`config.mk`:
```
export PLATFORM = sky130hd
export DESIGN_NAME = cpx_dma_seq
export DESIGN_NICKNAME = d
export VERILOG_FILES = /design/src/rtl/cpx_seq_pkg.sv /design/src/rtl/cpx_arg_collect.sv /design/src/rtl/cpx_core_stub.sv /design/src/rtl/cpx_res_present.sv /design/src/rtl/cpx_dma_seq.sv
export SDC_FILE = /design/constraint.sdc
export NUM_CORES = 1
export LEC_CHECK = 0
export ABC_AREA = 0
export BUFFER_PORTS_ARGS = -buffer_cell sky130_fd_sc_hd__buf_4
export CORE_ASPECT_RATIO = 2
export CORE_MARGIN = 4
export CORE_UTILIZATION = 50
export CTS_BUF_LIST = sky130_fd_sc_hd__clkbuf_16
export DETAILED_ROUTE_END_ITERATION = 10
export PLACE_DENSITY = 0.78
export SYNTH_ARGS = -nofsm -noshare
export SYNTH_HDL_FRONTEND = slang
export SYNTH_HIERARCHICAL = 1
export SYNTH_SLANG_ARGS = --single-unit
```
`constraint.sdc`:
```
create_clock -name clk -period 2.25 [get_ports clk]
set_input_delay 0.1125 -clock clk [delete_from_list [all_inputs] [get_ports clk]]
set_output_delay 0.1125 -clock clk [all_outputs]
set_load 0.1 [all_outputs]
```
`src/rtl/cpx_seq_pkg.sv`:
```
package cpx_seq_pkg;

   localparam int CTRL_W  = 5;
   localparam int N_SLOTS = 2;

   typedef struct packed {
      logic res_two;
      logic arg_two;
      logic rd_chan;
      logic wr_chan;
      logic irq_en;
   } ctrl_t;

endpackage

```
`src/rtl/cpx_arg_collect.sv`:
```
module cpx_arg_collect
   import cpx_seq_pkg::*;
#(
   parameter int DATA_W = 16
) (
   input  logic                             clk,
   input  logic                             rst_n,
   input  logic                             idx_clr,
   input  logic                             two_args,
   input  logic                             chan_en,
   input  logic                             wr,
   input  logic [DATA_W-1:0]                wdata,
   input  logic                             start,
   output logic                             full,
   output logic [N_SLOTS-1:0][DATA_W-1:0]   slots,
   output logic                             req
);

   logic idx_q;
   logic full_q;
   logic full_d;
   logic req_q;
   logic take;
   logic last_take;

   assign take      = wr && !full_q;
   assign last_take = take && (idx_q || !two_args);

   always_comb begin
      full_d = full_q;
      if (start)          full_d = 1'b0;
      else if (last_take) full_d = 1'b1;
   end

   always_ff @(posedge clk or negedge rst_n) begin
      if (!rst_n) begin
         idx_q  <= 1'b0;
         full_q <= 1'b0;
         req_q  <= 1'b0;
      end else begin
         full_q <= full_d;
         if (idx_clr || last_take) idx_q <= 1'b0;
         else if (take)            idx_q <= 1'b1;
         req_q <= chan_en && !full_d && !wr;
      end
   end

   for (genvar g = 0; g < N_SLOTS; g++) begin : g_slot
      logic [DATA_W-1:0] val_q;
      always_ff @(posedge clk or negedge rst_n) begin
         if (!rst_n)                          val_q <= '0;
         else if (take && (idx_q == 1'(g)))   val_q <= wdata;
         else if ((g != 0) && last_take)      val_q <= '0;
      end
      assign slots[g] = val_q;
   end

   assign full = full_q;
   assign req  = req_q;

endmodule

```
`src/rtl/cpx_core_stub.sv`:
```
module cpx_core_stub
   import cpx_seq_pkg::*;
#(
   parameter int DATA_W = 16,
   parameter int LAT    = 6
) (
   input  logic                             clk,
   input  logic                             rst_n,
   input  logic                             start,
   input  logic [N_SLOTS-1:0][DATA_W-1:0]   ops,
   output logic                             busy,
   output logic                             done,
   output logic [N_SLOTS-1:0][DATA_W-1:0]   res
);

   logic              busy_q;
   logic [DATA_W-1:0] op_a;
   logic [DATA_W-1:0] op_b;

   always_ff @(posedge clk or negedge rst_n) begin
      if (!rst_n) begin
         busy_q <= 1'b0;
         op_a   <= '0;
         op_b   <= '0;
      end else if (start) begin
         busy_q <= 1'b1;
         op_a   <= ops[0];
         op_b   <= ops[1];
      end else if (done) begin
         busy_q <= 1'b0;
      end
   end

   if (LAT == 1) begin : g_single
      assign done = busy_q;
   end else begin : g_count
      localparam int CW = $clog2(LAT);
      logic [CW-1:0] cnt_q;
      always_ff @(posedge clk or negedge rst_n) begin
         if (!rst_n)                         cnt_q <= '0;
         else if (start)                     cnt_q <= CW'(LAT - 1);
         else if (busy_q && (cnt_q != '0))   cnt_q <= cnt_q - 1'b1;
      end
      assign done = busy_q && (cnt_q == '0);
   end

   assign busy   = busy_q;
   assign res[0] = op_a + op_b;
   assign res[1] = op_a - op_b;

endmodule

```
`src/rtl/cpx_res_present.sv`:
```
module cpx_res_present
   import cpx_seq_pkg::*;
#(
   parameter int DATA_W = 16
) (
   input  logic                             clk,
   input  logic                             rst_n,
   input  logic                             idx_clr,
   input  logic                             two_res,
   input  logic                             chan_en,
   input  logic                             load,
   input  logic [N_SLOTS-1:0][DATA_W-1:0]   res_in,
   input  logic                             rd,
   output logic                             ready,
   output logic [DATA_W-1:0]                rdata,
   output logic                             req
);

   logic                            ready_q;
   logic                            ready_d;
   logic                            idx_q;
   logic                            req_q;
   logic                            serve;
   logic                            last_serve;
   logic [DATA_W-1:0]               rdata_q;
   logic [N_SLOTS-1:0][DATA_W-1:0]  held;

   assign serve      = rd && ready_q;
   assign last_serve = serve && (idx_q || !two_res);

   always_comb begin
      ready_d = ready_q;
      if (load)            ready_d = 1'b1;
      else if (last_serve) ready_d = 1'b0;
   end

   for (genvar g = 0; g < N_SLOTS; g++) begin : g_hold
      logic [DATA_W-1:0] val_q;
      always_ff @(posedge clk or negedge rst_n) begin
         if (!rst_n)    val_q <= '0;
         else if (load) val_q <= res_in[g];
      end
      assign held[g] = val_q;
   end

   always_ff @(posedge clk or negedge rst_n) begin
      if (!rst_n) begin
         ready_q <= 1'b0;
         idx_q   <= 1'b0;
         req_q   <= 1'b0;
         rdata_q <= '0;
      end else begin
         ready_q <= ready_d;
         if (serve) rdata_q <= held[idx_q];
         if (idx_clr || load || last_serve) idx_q <= 1'b0;
         else if (serve)                    idx_q <= 1'b1;
         req_q <= chan_en && ready_d && !rd;
      end
   end

   assign ready = ready_q;
   assign rdata = rdata_q;
   assign req   = req_q;

endmodule

```
`src/rtl/cpx_dma_seq.sv`:
```
module cpx_dma_seq
   import cpx_seq_pkg::*;
#(
   parameter int DATA_W   = 16,
   parameter int CORE_LAT = 6
) (
   input  logic              clk,
   input  logic              rst_n,
   input  logic              ctl_wr,
   input  logic [4:0]        ctl_wdata,
   input  logic              arg_wr,
   input  logic [DATA_W-1:0] arg_wdata,
   input  logic              res_rd,
   output logic [DATA_W-1:0] res_rdata,
   output logic              res_ready,
   output logic              irq,
   output logic              dma_wr_req,
   output logic              dma_rd_req
);

   if (DATA_W < 2) begin : g_bad_width
      $error("cpx_dma_seq: DATA_W must be at least 2");
   end
   if (CORE_LAT < 1) begin : g_bad_lat
      $error("cpx_dma_seq: CORE_LAT must be at least 1");
   end
   if (CTRL_W != 5) begin : g_bad_ctrl
      $error("cpx_dma_seq: control word width mismatch");
   end

   ctrl_t                           ctl_q;
   logic                            args_full;
   logic                            core_start;
   logic                            core_busy;
   logic                            core_done;
   logic [N_SLOTS-1:0][DATA_W-1:0]  arg_set;
   logic [N_SLOTS-1:0][DATA_W-1:0]  res_set;

   always_ff @(posedge clk or negedge rst_n) begin
      if (!rst_n)      ctl_q <= '0;
      else if (ctl_wr) ctl_q <= ctrl_t'(ctl_wdata);
   end

   assign core_start = args_full && !core_busy && !res_ready;

   cpx_arg_collect #(.DATA_W(DATA_W)) u_args (
      .clk      (clk),
      .rst_n    (rst_n),
      .idx_clr  (ctl_wr),
      .two_args (ctl_q.arg_two),
      .chan_en  (ctl_q.wr_chan),
      .wr       (arg_wr),
      .wdata    (arg_wdata),
      .start    (core_start),
      .full     (args_full),
      .slots    (arg_set),
      .req      (dma_wr_req)
   );

   cpx_core_stub #(.DATA_W(DATA_W), .LAT(CORE_LAT)) u_core (
      .clk   (clk),
      .rst_n (rst_n),
      .start (core_start),
      .ops   (arg_set),
      .busy  (core_busy),
      .done  (core_done),
      .res   (res_set)
   );

   cpx_res_present #(.DATA_W(DATA_W)) u_res (
      .clk     (clk),
      .rst_n   (rst_n),
      .idx_clr (ctl_wr),
      .two_res (ctl_q.res_two),
      .chan_en (ctl_q.rd_chan),
      .load    (core_done),
      .res_in  (res_set),
      .rd      (res_rd),
      .ready   (res_ready),
      .rdata   (res_rdata),
      .req     (dma_rd_req)
   );

   assign irq = ctl_q.irq_en && res_ready;

endmodule

```
==> Flow_metrics.wiki <==
{| class="wikitable"
! Metric !! Value
|-
| Final Hold Vio Count || 0
|-
| Capture point of the critical path || u_res/g_hold[0].val_q[9]
|-
| Maximum fanout encountered on the critical timing path || 5
|-
| Kind of launch point of the worst setup path || register
|-
| I/O Buffers || between 40 and 50
|-
| Summed instance area of the synthesized netlist || 6554 sq um
|-
| Clock insertion delay at the later pin of the skew report || between 0.4 and 0.5 ns
|-
| Fraction of final layout cells with drive strength greater than 1 || between 40% and 50%
|-
| Maximum frequency from static timing analysis || slightly above 0.4 GHz
|-
| Number of pins with negative max-slew slack in the final report || 0
|-
| Count of flip-flops with a built-in enable after synthesis || 0
|-
| Number of nets in the finished design || about 790
|-
| Worst-case setup slack after placement || -0.2581 ns
|-
| Kind of end point of the critical path || register
|-
| Root Buffer || sky130_fd_sc_hd__clkbuf_16
|-
| Met1 wire length || 6352 um
|-
| Number of register bits inferred by synthesis || 127
|-
| Via count of the first global-routing pass || around 5.2k
|-
| Number of antenna violations at the first check in global routing || 0
|-
| DR WL/cell || 18.31 um
|-
| Number of ports placed on the die boundary || 46
|-
| DRC viols || 0
|-
| Clock-pin slew of the registers on the worst-case setup and hold paths || 0.06 ns
|-
| Number of routed nets with antenna violations || 0
|-
| Gpl congestion || approximately 0.9
|-
| Reg-to-reg setup timing slack || -0.18 ns
|-
| Sequential area share after synthesis || between 40% and 50%
|-
| FF+latch area || about 3200 sq um
|-
| Number of antenna diodes || 0
|-
| Worst hold slack after final layout || roughly 0.25 ns
|-
| Clock Skew || 0.01333 ns
|-
| Number of rows in the core area || 58
|-
| Synth-to-Final Area Change || 35.87%
|-
| Critical Path Start || u_core/op_b[4]
|-
| Result of the run || complete, but fails checks
|-
| Total global routing track utilization || 21.67%
|-
| Number of standard cells after synthesis || 581
|-
| Count of cells along the worst register-to-register path || 9
|-
| Pin count of the biggest net entering global routing || approximately 70
|-
| RSZ-0062 raised after global routing || yes
|-
| Average via count per standard cell || roughly 5.6
|-
| Post-synth top flop || sky130_fd_sc_hd__dfrtp_1
|-
| Violations in the final reports || negative setup slack
|-
| Clock tree from TritonCTS || built
|-
| Number of failing setup endpoints in the final timing report || 17
|-
| Final global-route overflow total || 0
|-
| Wire length of the first global-routing pass || roughly 26000 um
|-
| Max Cap Viol || 0
|-
| Initial standard-cell utilization of the core || roughly half
|-
| Max-slew headroom || 53.97%
|-
| Final critical path time including I/O delays and setup || around 2.4 ns
|-
| Required time at the endpoint of the critical path || between 2 and 3 ns
|-
| Maximum clock path buffer count || 2
|-
| Die extent in y || 169.9 um
|-
| Slew at the pin with the worst max-slew slack || ~0.69 ns
|-
| DR WL met3 || around 550 um
|-
| Area taken by multi-input logic gates || between 3000 and 4000 sq um
|-
| HP Class || in2async
|-
| Yosys synthesis warning count || 6
|-
| Number of CTS-inserted buffers || 17
|-
| Worst Path Arrival || 2.72 ns
|-
| Number of nets in the synthesized netlist || between 600 and 700
|-
| FF-to-FF End || u_res/g_hold[0].val_q[9]
|-
| Via count || slightly below 5k
|-
| Iteration-0 DRC count of the detailed router || approximately 310
|-
| Per-instance average area after synthesis || 11.28 sq um
|-
| Fin worst setup slack || -0.1790 ns
|-
| Detailed Route WL || around 16000 um
|-
| Uppermost routed layer || met4
|-
| Ratio of final minimum period to clock period || 108.0%
|-
| Drt first pass iters || 6
|-
| RR Startpoint || u_core/op_b[4]
|-
| FILL cells || ~810
|-
| Path type of the worst setup path || reg2reg
|-
| Met2 wire len || ~8700 um
|-
| Share of async-settable or async-resettable flops after synthesis || 100.0%
|-
| Area of the core region || around 13000 sq um
|-
| HPWL Detailed || 9909 um
|-
| X dimension of the die || 88.96 um
|-
| TritonCTS Sinks || about 130
|-
| Overall die area || 15110 sq um
|-
| Number of distinct library cells after synthesis || 55
|-
| Deepest level of the CTS H-tree || 4
|}
## stage by stage
| stage | instances | instance area, sq um | utilization, % | TNS, ns |
|---|---|---|---|---|
| floorplan | 581 | 6555 | - | -0.04262 |
| global placement | 806 | 7386 | 58.16 | -1.787 |
| detailed placement | 806 | 7386 | 58.16 | -2.411 |
| CTS | 885 | 8691 | 68.43 | -0.6520 |
| global route | 889 | 8905 | 70.12 | -3.048 |
| finish | 889 | 8905 | 70.12 | -1.407 |
## cell families (layout without fill, tap and decap cells)
kind of cell | count (synthesis) | in the layout | share of synthesized area, %
adders and majority gates | 34 | 34 | 6.720
AOI/OAI and AO/OA | 122 | 122 | 12.20
xor gates and xnor gates | 24 | 24 | 3.207
and+or+nand+nor | 118 | 118 | 8.630
buffers and inverters | 68 | 226 | 5.326
muxes | 88 | 88 | 15.43
DFF | 127 | 127 | 48.49
## area by class of cell
class	count	area share [%]
clock buffer	17	4.777
sequential	127	35.72
clock inverter	14	2.178
timing repair buffer	160	15.12
inverter	35	1.503
tap	150	2.108
multi-input combinational	386	38.60
## synthesized netlist by cell type (2+ instances only)
cell type / instances / share of area [%]
sky130_fd_sc_hd__a211o_1: 2 / 0.27
sky130_fd_sc_hd__a211oi_1: 2 / 0.23
sky130_fd_sc_hd__a21o_1: 3 / 0.34
sky130_fd_sc_hd__a21oi_1: 39 / 3.0
sky130_fd_sc_hd__a22o_1: 16 / 2.1
sky130_fd_sc_hd__a311o_1: 2 / 0.31
sky130_fd_sc_hd__a31oi_1: 4 / 0.38
sky130_fd_sc_hd__and2_1: 2 / 0.19
sky130_fd_sc_hd__and2_4: 2 / 0.27
sky130_fd_sc_hd__buf_2: 5 / 0.38
sky130_fd_sc_hd__buf_4: 8 / 0.92
sky130_fd_sc_hd__buf_6: 5 / 0.86
sky130_fd_sc_hd__clkbuf_1: 13 / 0.74
sky130_fd_sc_hd__dfrtp_1: 127 / 48
sky130_fd_sc_hd__fa_1: 2 / 0.61
sky130_fd_sc_hd__ha_1: 32 / 6.1
sky130_fd_sc_hd__inv_1: 34 / 1.9
sky130_fd_sc_hd__mux2_2: 60 / 10
sky130_fd_sc_hd__mux2_4: 11 / 2.5
sky130_fd_sc_hd__mux2i_1: 17 / 2.6
sky130_fd_sc_hd__nand2_1: 27 / 1.5
sky130_fd_sc_hd__nand2b_1: 3 / 0.29
sky130_fd_sc_hd__nand3_1: 6 / 0.46
sky130_fd_sc_hd__nor2_1: 47 / 2.7
sky130_fd_sc_hd__nor2b_1: 6 / 0.57
sky130_fd_sc_hd__nor3_1: 8 / 0.61
sky130_fd_sc_hd__nor3b_1: 6 / 0.69
sky130_fd_sc_hd__nor4b_1: 2 / 0.27
sky130_fd_sc_hd__o211ai_1: 5 / 0.57
sky130_fd_sc_hd__o21a_1: 4 / 0.46
sky130_fd_sc_hd__o21ai_0: 31 / 2.4
sky130_fd_sc_hd__o311ai_0: 2 / 0.27
sky130_fd_sc_hd__or3_1: 4 / 0.38
sky130_fd_sc_hd__xnor2_1: 22 / 2.9
sky130_fd_sc_hd__xor2_1: 2 / 0.27
## state kept, by name, indices dropped and copies added, names as in the netlist, 3 cells and up
signal / flops
u_args/g_slot.val_q: 32
u_core/op_a: 16
u_res/g_hold.val_q: 32
u_res/rdata: 16
u_core/op_b: 16
ctl_q: 5
u_core/g_count.cnt_q: 3
## how the worst min path moves through the flow
stage           from                         end  depth (start not counted)
2_1_floorplan  rst_n                    ctl_q[0]                          0
4_1_cts        rst_n  u_args/g_slot[0].val_q[13]                          2
6_report       rst_n  u_args/g_slot[1].val_q[12]                          2
5_1_grt        rst_n  u_args/g_slot[1].val_q[14]                          2
3_5_place_dp   rst_n  u_args/g_slot[0].val_q[13]                          1
3_3_place_gp   rst_n  u_args/g_slot[0].val_q[13]                          1
## worst max-delay path, stage by stage (launching register included)
cell and delay (ns):
sky130_fd_sc_hd__dfrtp_1 0.38, sky130_fd_sc_hd__inv_2 0.07, sky130_fd_sc_hd__ha_4 0.31, sky130_fd_sc_hd__inv_4 0.05, sky130_fd_sc_hd__a221oi_4 0.39, sky130_fd_sc_hd__nand2_4 0.09, sky130_fd_sc_hd__a311o_1 0.36, sky130_fd_sc_hd__a2111oi_4 0.34
sky130_fd_sc_hd__nor3_2 0.07, sky130_fd_sc_hd__mux2_2 0.26
## metal layers
layer  vias to the layer above  track usage, %
li1                       2317               -
met4                         0           11.28
met3                        57           3.634
met1                      2422           25.85
met5                         -               0
met2                       145           36.70
## layout by cell type, fill, tap and decap left out, types with 20 or more instances in the layout
cell type / count
sky130_fd_sc_hd__mux2_2: 50
sky130_fd_sc_hd__buf_4: 120
sky130_fd_sc_hd__xnor2_1: 20
sky130_fd_sc_hd__inv_1: 30
sky130_fd_sc_hd__ha_1: 23
sky130_fd_sc_hd__nor2_1: 42
sky130_fd_sc_hd__nand2_1: 25
sky130_fd_sc_hd__mux2_4: 21
sky130_fd_sc_hd__dfrtp_1: 125
sky130_fd_sc_hd__a21oi_1: 33
sky130_fd_sc_hd__o21ai_0: 25
sky130_fd_sc_hd__dlygate4sd3_1: 25
## repair_timing
item / CTS / global route
setup endpoints to repair: 19 / 20
pin swaps: 31 / 24
gates resized for setup: 61 / 40
hold endpoints to repair: 79 / 0
buffers inserted: 23 / 11
hold buffers: 25 / 0
Power is left out: the tool's default activity adds up to more than one toggle a clock period on the data nets, which glitch-free logic cannot reach.
